--- config.mk ---
export PLATFORM = sky130hd
export DESIGN_NAME = tfw_window_ctrl
export DESIGN_NICKNAME = d
export VERILOG_FILES = /design/src/rtl/tfw_pkg.sv /design/src/rtl/tfw_seq.sv /design/src/rtl/tfw_bank.sv /design/src/rtl/tfw_split.sv /design/src/rtl/tfw_window_ctrl.sv
export SDC_FILE = /design/constraint.sdc
export NUM_CORES = 1
export LEC_CHECK = 0
export ABC_AREA = 1
export ABC_CLOCK_PERIOD_IN_PS = 3400
export BUFFER_PORTS_ARGS = -buffer_cell sky130_fd_sc_hd__buf_2
export CAP_MARGIN = 20
export CORE_MARGIN = 2
export CORE_UTILIZATION = 56
export DETAILED_ROUTE_END_ITERATION = 12
export PLACE_DENSITY_LB_ADDON = 0.15
export SETUP_SLACK_MARGIN = 0.1
export SLEW_MARGIN = 20
export SYNTH_ARGS = -nofsm -noshare
export SYNTH_HDL_FRONTEND = slang
export SYNTH_HIERARCHICAL = 1
export SYNTH_SLANG_ARGS = --single-unit
--- constraint.sdc ---
create_clock -name clk -period 3.4 [get_ports clk]
set_clock_uncertainty 0.15 [all_clocks]
set_input_delay 0.34 -clock clk [delete_from_list [all_inputs] [get_ports clk]]
set_output_delay 0.34 -clock clk [all_outputs]
set_load 0.02 [all_outputs]
--- src/rtl/tfw_pkg.sv ---
package tfw_pkg;
  localparam int unsigned OFS_RDTIM = 0;
  localparam int unsigned OFS_WRTIM = 1;
  localparam int unsigned OFS_KEY   = 2;
  localparam int unsigned OFS_CTRL  = 3;
  localparam int unsigned OFS_STRAP = 5;
  localparam int unsigned OFS_MISC  = 6;

  localparam logic [7:0] KEY_OPEN    = 8'h03;
  localparam logic [7:0] KEY_SHUT    = 8'h83;
  localparam logic [7:0] CTRL_COMMIT = 8'h85;

  typedef enum logic [1:0] {
    SEQ_IDLE = 2'd0,
    SEQ_ONE  = 2'd1,
    SEQ_TWO  = 2'd2,
    SEQ_OPEN = 2'd3
  } seq_e;
endpackage

--- src/rtl/tfw_seq.sv ---
module tfw_seq
  import tfw_pkg::*;
#(
  parameter int unsigned ADDR_W = 3
) (
  input  logic              clk,
  input  logic              rst_n,
  input  logic              req,
  input  logic              wr,
  input  logic              word,
  input  logic [ADDR_W-1:0] addr,
  input  logic [7:0]        wdata,
  output logic              open
);
  seq_e cur_q, nxt;

  logic probe_rd, key_wr, shut_wr;
  assign probe_rd = !wr && word && (addr == ADDR_W'(OFS_WRTIM));
  assign key_wr   = wr && !word && (addr == ADDR_W'(OFS_KEY)) && (wdata == KEY_OPEN);
  assign shut_wr  = wr && (addr == ADDR_W'(OFS_KEY)) && (wdata == KEY_SHUT);

  always_comb begin
    nxt = cur_q;
    if (req) begin
      if (cur_q == SEQ_OPEN) begin
        if (shut_wr) nxt = SEQ_IDLE;
      end else if (probe_rd) begin
        nxt = (cur_q == SEQ_IDLE) ? SEQ_ONE : SEQ_TWO;
      end else if ((cur_q == SEQ_TWO) && key_wr) begin
        nxt = SEQ_OPEN;
      end else begin
        nxt = SEQ_IDLE;
      end
    end
  end

  always_ff @(posedge clk or negedge rst_n) begin
    if (!rst_n) cur_q <= SEQ_IDLE;
    else        cur_q <= nxt;
  end

  assign open = (cur_q == SEQ_OPEN);


  open_entry_chk: assert property (@(posedge clk) disable iff (!rst_n)
    $rose(open) |-> $past(cur_q == SEQ_TWO && req && key_wr));


  byte_probe_restart_chk: assert property (@(posedge clk) disable iff (!rst_n)
    (!open && req && !wr && !word && addr == ADDR_W'(OFS_WRTIM)) |=> (cur_q == SEQ_IDLE));


  relock_chk: assert property (@(posedge clk) disable iff (!rst_n)
    (open && req && shut_wr) |=> !open);
endmodule

--- src/rtl/tfw_bank.sv ---
module tfw_bank
  import tfw_pkg::*;
#(
  parameter int unsigned NUM_DEV = 2,
  parameter int unsigned ADDR_W  = 3,
  parameter int unsigned TIM_W   = 8
) (
  input  logic                          clk,
  input  logic                          rst_n,
  input  logic                          open,
  input  logic                          req,
  input  logic                          wr,
  input  logic [ADDR_W-1:0]             addr,
  input  logic [7:0]                    wdata,
  input  logic                          strap,
  output logic [7:0]                    rdata,
  output logic [1:0]                    setup,
  output logic [NUM_DEV-1:0][TIM_W-1:0] rd_cm,
  output logic [NUM_DEV-1:0][TIM_W-1:0] wr_cm
);
  localparam int unsigned SEL_W = (NUM_DEV > 1) ? $clog2(NUM_DEV) : 1;
  localparam logic [7:0] MISC_MASK = 8'h30 | 8'((1 << SEL_W) - 1);
  localparam logic [TIM_W-1:0] SLOWEST = '1;

  logic [NUM_DEV-1:0][TIM_W-1:0] rd_q, rd_d, wr_q, wr_d, rd_cm_d, wr_cm_d;
  logic [7:0] ctrl_q, ctrl_d, misc_q, misc_d;
  logic [SEL_W-1:0] sel;
  logic wen, commit;

  assign sel    = misc_q[SEL_W-1:0];
  assign wen    = open && req && wr;
  assign commit = wen && (addr == ADDR_W'(OFS_CTRL)) && (wdata == CTRL_COMMIT);

  always_comb begin
    rd_d    = rd_q;
    wr_d    = wr_q;
    ctrl_d  = ctrl_q;
    misc_d  = misc_q;
    rd_cm_d = rd_cm;
    wr_cm_d = wr_cm;
    if (wen) begin
      case (addr)
        ADDR_W'(OFS_RDTIM): rd_d[sel] = TIM_W'(wdata);
        ADDR_W'(OFS_WRTIM): wr_d[sel] = TIM_W'(wdata);
        ADDR_W'(OFS_CTRL):  ctrl_d    = wdata;
        ADDR_W'(OFS_MISC):  misc_d    = wdata & MISC_MASK;
        default: ;
      endcase
    end
    if (commit) begin
      rd_cm_d = rd_q;
      wr_cm_d = wr_q;
    end
  end

  always_ff @(posedge clk or negedge rst_n) begin
    if (!rst_n) begin
      rd_q   <= {NUM_DEV{SLOWEST}};
      wr_q   <= {NUM_DEV{SLOWEST}};
      rd_cm  <= {NUM_DEV{SLOWEST}};
      wr_cm  <= {NUM_DEV{SLOWEST}};
      ctrl_q <= '0;
      misc_q <= '0;
    end else begin
      rd_q   <= rd_d;
      wr_q   <= wr_d;
      rd_cm  <= rd_cm_d;
      wr_cm  <= wr_cm_d;
      ctrl_q <= ctrl_d;
      misc_q <= misc_d;
    end
  end

  always_comb begin
    rdata = '0;
    if (open) begin
      case (addr)
        ADDR_W'(OFS_RDTIM): rdata = 8'(rd_q[sel]);
        ADDR_W'(OFS_WRTIM): rdata = 8'(wr_q[sel]);
        ADDR_W'(OFS_CTRL):  rdata = ctrl_q;
        ADDR_W'(OFS_STRAP): rdata = {7'd0, strap};
        ADDR_W'(OFS_MISC):  rdata = misc_q;
        default:            rdata = '0;
      endcase
    end
  end

  assign setup = misc_q[5:4];


  locked_hold_chk: assert property (@(posedge clk) disable iff (!rst_n)
    !open |=> ($stable(rd_q) && $stable(wr_q) && $stable(ctrl_q) && $stable(misc_q)));


  commit_only_chk: assert property (@(posedge clk) disable iff (!rst_n)
    (!$stable(rd_cm) || !$stable(wr_cm)) |-> $past(commit));


  misc_mask_chk: assert property (@(posedge clk) disable iff (!rst_n)
    (misc_q & ~MISC_MASK) == 8'h00);
endmodule

--- src/rtl/tfw_split.sv ---
module tfw_split #(
  parameter int unsigned TIM_W = 8,
  localparam int unsigned NIB_W = TIM_W / 2
) (
  input  logic [TIM_W-1:0] tim,
  output logic [NIB_W-1:0] act,
  output logic [NIB_W-1:0] rec
);
  assign act = tim[TIM_W-1:NIB_W];
  assign rec = tim[NIB_W-1:0];
endmodule

--- src/rtl/tfw_window_ctrl.sv ---
module tfw_window_ctrl
  import tfw_pkg::*;
#(
  parameter int unsigned NUM_DEV = 2,
  parameter int unsigned ADDR_W  = 3,
  parameter int unsigned RD_W    = 16,
  parameter int unsigned TIM_W   = 8,
  localparam int unsigned NIB_W  = TIM_W / 2
) (
  input  logic                     clk,
  input  logic                     rst_n,
  input  logic                     io_req,
  input  logic                     io_wr,
  input  logic                     io_word,
  input  logic [ADDR_W-1:0]        io_addr,
  input  logic [7:0]               io_wdata,
  input  logic                     bus_clk_25,
  output logic [RD_W-1:0]          io_rdata,
  output logic                     tf_strobe,
  output logic                     window_open,
  output logic [1:0]               addr_setup,
  output logic [NUM_DEV*NIB_W-1:0] rd_active,
  output logic [NUM_DEV*NIB_W-1:0] rd_recover,
  output logic [NUM_DEV*NIB_W-1:0] wr_active,
  output logic [NUM_DEV*NIB_W-1:0] wr_recover
);
  logic rst_meta_q, rst_sync_q;
  always_ff @(posedge clk or negedge rst_n) begin
    if (!rst_n) begin
      rst_meta_q <= 1'b0;
      rst_sync_q <= 1'b0;
    end else begin
      rst_meta_q <= 1'b1;
      rst_sync_q <= rst_meta_q;
    end
  end

  logic open;
  logic [7:0] bank_rdata;
  logic [NUM_DEV-1:0][TIM_W-1:0] rd_cm, wr_cm;

  tfw_seq #(.ADDR_W(ADDR_W)) u_seq (
    .clk(clk), .rst_n(rst_sync_q), .req(io_req), .wr(io_wr), .word(io_word),
    .addr(io_addr), .wdata(io_wdata), .open(open)
  );

  tfw_bank #(.NUM_DEV(NUM_DEV), .ADDR_W(ADDR_W), .TIM_W(TIM_W)) u_bank (
    .clk(clk), .rst_n(rst_sync_q), .open(open), .req(io_req), .wr(io_wr),
    .addr(io_addr), .wdata(io_wdata), .strap(bus_clk_25), .rdata(bank_rdata),
    .setup(addr_setup), .rd_cm(rd_cm), .wr_cm(wr_cm)
  );

  for (genvar d = 0; d < NUM_DEV; d++) begin : g_dev
    tfw_split #(.TIM_W(TIM_W)) u_rd (
      .tim(rd_cm[d]), .act(rd_active[d*NIB_W +: NIB_W]), .rec(rd_recover[d*NIB_W +: NIB_W])
    );
    tfw_split #(.TIM_W(TIM_W)) u_wr (
      .tim(wr_cm[d]), .act(wr_active[d*NIB_W +: NIB_W]), .rec(wr_recover[d*NIB_W +: NIB_W])
    );
  end

  assign io_rdata    = RD_W'(bank_rdata);
  assign tf_strobe   = io_req && !open;
  assign window_open = open;


  open_quiet_chk: assert property (@(posedge clk) disable iff (!rst_sync_q)
    window_open |-> !tf_strobe);


  locked_rdata_chk: assert property (@(posedge clk) disable iff (!rst_sync_q)
    tf_strobe |-> (io_rdata == '0));
endmodule

---- Word level (Yosys, flattened, before mapping) ----
Index checks and enable logic that the tools add are counted.
word-level totals
  register bits after elaboration ......... 79
  word-level logic and storage cells ...... 65
  memories ................................ 0
  RAM bits ................................ 0
  ROM bits ................................ 0
  bits of input ports ..................... 17
  latch bits .............................. 0
cells by class
  div/mod/pow operators ................... 0
  shift-type cells ........................ 0
  $lt $le $gt $ge ......................... 2
  $add $sub $neg .......................... 0
  multiply operators ...................... 0
  equality and inequality tests ........... 11
  multiplexer cells ....................... 15
  bitwise gates (word level) .............. 0
  reductions and logical operators ........ 24
operators by type and width
  kind                                                                          number
  8-bit 2-to-1 mux                                                              6
  8-bit one-hot mux with 5 select lines                                         1
  16-bit bitwise mux                                                            2
  8-bit == test, second input constant                                          2
  1-bit logical AND                                                             14
  2-bit 2-to-1 mux                                                              5
  2-bit AND reduction                                                           5
  8-bit demux with 1-bit select                                                 1
  8-bit by 2-bit == test with 1-bit output, second input constant               1
  3-bit by 2-bit == test with 1-bit output, second input constant               2
  3-bit == test, second input constant                                          2
  2-bit == test, second input constant                                          2
  3-bit by 1-bit == test with 1-bit output, second input constant               1
  1-bit zero test                                                               3
  3-bit zero test                                                               1
  2-bit zero test                                                               1
  1-bit by 2-bit less-than comparator with 1-bit output, second input constant  1
  2-bit by 1-bit inequality test with 1-bit output, second input constant       1
  1-bit greater-or-equal comparator, second input constant                      1

---- Longest topological paths before layout ----
  depth in word-level cells ............... 8
  gate-level depth with buffers ........... 8
  mapped depth without buffers ............ 8

---- Modules after synthesis ----
The synthesis kept the hierarchy.
by module, submodules not included
  module           cells each  sequential area each (µm²)  times used  area each (µm²)
  tfw_bank         407         1956.9                      1           3527.1
  tfw_split        8           0.0                         4           60.1
  tfw_seq          44          50.0                        1           239.0
  tfw_window_ctrl  14          50.0                        1           127.6

---- Worst setup path before layout ----
Ideal clock, no wire load.
  kind .................................... register -> output
  start ................................... reg u_bank.misc_q[0]
  end ..................................... out io_rdata[5]
  path slack .............................. 1.627 ns
  arrival time ............................ 1.283 ns
  buffers on the path ..................... 1
  data required time ...................... 2.910 ns
  cell stages (with the launch flop) ...... 9
  cells stage by stage .................... dfrtp_1 > inv_2 > buf_2 > nand2_1 > nand2_1 > nand2_1 > nand3_1 > nor2_1 > nor2_1
between the ends
  longest elaborated chain between the ends .. 4
  elaborated cells on any way between the ends .. 6
  classes of those cells .................. mux (6)
ends and longest elaborated chain
  what                                              RTL line                        source
  from (decl)                                       tfw_bank.sv:26                  logic [7:0] ctrl_q, ctrl_d, misc_q, misc_d;
  from (signal assigned)                            tfw_bank.sv:70                  misc_q <= misc_d;
  8-bit 2-to-1 mux (on tied branches) (2 in a row)  tfw_bank.sv:79, tfw_bank.sv:78
  8-bit one-hot mux with 5 select lines *           tfw_bank.sv:77                  case (addr)
  8-bit 2-to-1 mux *                                tfw_bank.sv:76                  if (open) begin
  to (decl)                                         tfw_window_ctrl.sv:18           output logic [RD_W-1:0] io_rdata,
Mark *: on every way between the ends. The rest lies on a longest branch, timed or not. The select of a mux whose other input is x is not followed.

---- Final worst setup path ----
  start ................................... reg u_bank.misc_q[0]
  end ..................................... out io_rdata[7]
Same word-level chain as after synthesis.

==> reports/metrics.csv <==
stage,metric,value,unit
run_status,status,finished clean,
floorplanning,DIE AREA,0.00809,mm²
worst_setup_path,CP startpoint kind,flop,
place,"worst slack, placed",1.11,ns
place,IO buf count,60,
timing,unrepaired setup endpoints after global routing,false,
layout,"Core Util, Final",0.608,
power_and_ir_drop,Peak VDD IR,0.223,mV
cts,Max Buffers Root-to-Sink,2,
logic_synthesis,sequential area share after synthesis,0.498,
route,Wirelength per Cell,14.2,µm
global_routing,initial antenna violation count,0,
layout,NumNets Final,535,
hold_path,HP Class,input port to flop,
route,DRT iter0 DRCs,227,
logic_synthesis,Syn Inst Count,497,
worst_setup_path,Worst Path Arrival,1.72,ns
layout,n_diodes,0,
logic_synthesis,Syn Area/Cell,8.32,µm²
floorplanning,die height,89.9,µm
layout,design area,0.00439,mm²
cts,clk slew on worst S/H paths,0.08,ns
timing,Worst-Margin Slew,0.660,ns
timing,"Slew Viols, Final",0,
global_routing,GR Overflow Total,0,
route,DRT Wirelength,8860,µm
route,Routed Antenna Nets,0,
cts,CTS buffer count,9,
layout,most frequent cells in the layout,"nand2_1, dfstp_2, buf_2, nand3_1, o21ai_1",
place,hpwl dp,6050,µm
place,gp weighted congestion,0.895,
logic_synthesis,"Distinct cells, synth",25,
power_and_ir_drop,Power Dens Cells,408,mW/mm²
timing,Final Setup Violations,0,
route,Vias per Instance,5.14,
worst_setup_path,Worst setup EP type,output port,
flow_run,Max-cap violations,0,
logic_synthesis,Post-Syn Area,0.00413,mm²
logic_synthesis,Synth Register Bits,79,
floorplanning,Cell Rows,31,
timing,Fmax,452,MHz
cts,root buffer cell,clkbuf_8,
power_and_ir_drop,total leakage power,2.16,nW
timing,Slew headroom,0.560,
floorplanning,boundary pin count,69,
timing,Tcrit/Tclk final,0.651,
place,Post-DP Area,0.00415,mm²
floorplanning,Initial Utilization,0.573,
timing,Hold Fails Final Rpt,0,
cts,Post-CTS Setup Inserts,0,
global_routing,GRT busiest layer,met2,
cts,H-tree levels,3,
logic_synthesis,Yosys Warn Count,6,
place,Inst Count DP,604,
worst_setup_path,worst-path fanout max,20,
layout,post-route insts no fill,622,
floorplanning,core area,0.00721,mm²
timing,Worst Slack Setup Final,1.19,ns
worst_setup_path,Worst Path Required,2.91,ns
global_routing,largest net degree at the start of global routing,54,
layout,share of cells above drive strength 1,0.315,
timing,setup TNS,0,ns
route,vias,3197,
global_routing,GR Layer Usage met3,0.0344,
global_routing,number of global-route vias before repair,3026,
worst_setup_path,CP Class,flop to output port,
global_routing,Overall Global Routing Usage,0.235,
global_routing,GR Layer Usage met2,0.360,
layout,"commonest non-fill, non-tap cell in the layout",nand2_1,
cts,TritonCTS clock tree,done,
route,residual DRC count,0,
cts,Clock Latency Late Sink,0.35,ns
floorplanning,Die W,89.9,µm
route,drt pass-1 iters,5,
layout,P&R area growth vs syn,6.17,%
cts,clk sink count,79,
global_routing,first-pass GRT wire length,15200,µm
global_routing,met1 usage,0.345,
timing,post-layout min period,2.21,ns
==> worst paths after layout <==
kind,startpoint,to,slack (ns),cells past startpoint
setup reg to reg,u_seq/cur_q[0],u_bank/rd_cm[2],1.35,8
max in group asynchronous,rst_sync_q,u_bank/misc_q[0],1.97,1
hold / removal,io_wdata[4],u_bank/ctrl_q[4],0.07,3
hold reg to reg,rst_meta_q,rst_sync_q,0.21,0
setup / recovery,u_bank/misc_q[0],io_rdata[7],1.19,8
min in group asynchronous,rst_n,rst_sync_q,0.14,2
==> cells in the mapped netlist <==
master,number,area [µm²]
inv_2,4,15.0
dfrtp_1,15,375
buf_2,11,55.1
a21oi_1,13,65.1
nand4_1,14,87.6
conb_1,2,7.51
nor2_8,1,20.0
nand2_1,173,649
inv_6,1,8.76
o21ai_0,11,55.1
nand2_2,4,25.0
nand3b_4,1,20.0
or2_1,1,6.26
nor2_4,2,22.5
nor2_2,3,18.8
dfstp_2,64,1680
o21ai_1,32,160
clkbuf_1,1,3.75
buf_6,6,67.6
inv_1,25,93.8
buf_4,45,338
nand3_4,3,52.6
nand3_1,39,195
nor2_1,24,90.1
nand3_2,2,20.0
==> kinds of logic (layout without fill, tap and decap cells) <==
family,count (synthesis),count (layout),share of synthesized area
and+or+nand+nor,267,267,0.292
AOI/OAI and AO/OA,56,56,0.0678
DFF,79,79,0.498
other,2,9,0.00182
buffers and inverters,93,112,0.141
==> sequential cells by signal, indices dropped and copies added, names as in the netlist, 2 cells and up <==
signal and cells:
u_bank/rd_q 16, u_bank/ctrl_q 8, u_seq/cur_q 2, u_bank/misc_q 3
u_bank/wr_q 16, u_bank/wr_cm 16, u_bank/rd_cm 16
==> area by class of cell <==
type / count / area, µm²
clock inverters: 5 / 81.3
inverters: 30 / 118
well taps: 99 / 124
clock buffers: 11 / 131
flip-flops and latches: 79 / 2060
repair buffers: 66 / 355
multi-input cells: 332 / 1520
fillers: 686 / 2830
==> power by group <==
part	total [W]	switching [W]	internal, W	leakage (nW)
registers	0.000952	0.00000622	0.000946	0.858
logic	0.0000827	0.0000649	0.0000177	1.20
clock network	0.000755	0.000340	0.000415	0.104
total	0.00179	0.000411	0.00138	2.16
==> layer usage <==
layer  share of wire  up-vias  wire, µm
met4           0.013        0       111
li1                -     1579         -
met5               0        -         0
met1            0.48     1495      4290
met3           0.055       10       491
met2            0.45      113      3970
==> per-stage QoR <==
step                      hold slack, ns  total power, W
after floorplan                   -0.106         0.00102
after global placement           -0.0249         0.00105
after detailed placement         -0.0237         0.00105
after CTS                         0.0632         0.00181
after global routing               0.115         0.00186
final                             0.0740         0.00179
==> worst max-delay path, stage by stage (launching register included) <==
cell     delay [ns]
dfrtp_1        0.39
buf_4          0.22
nand2_1        0.08
nand2_1        0.06
nand2_1        0.06
nand2_1        0.05
o21ai_0        0.27
inv_1          0.08
buf_2          0.17
==> repair_timing <==
item,CTS,global route
gates resized for setup,0,0
hold buffers,1,0
setup endpoints to repair,0,0
hold endpoints to repair,2,0
(Power assumes the default switching activity.)
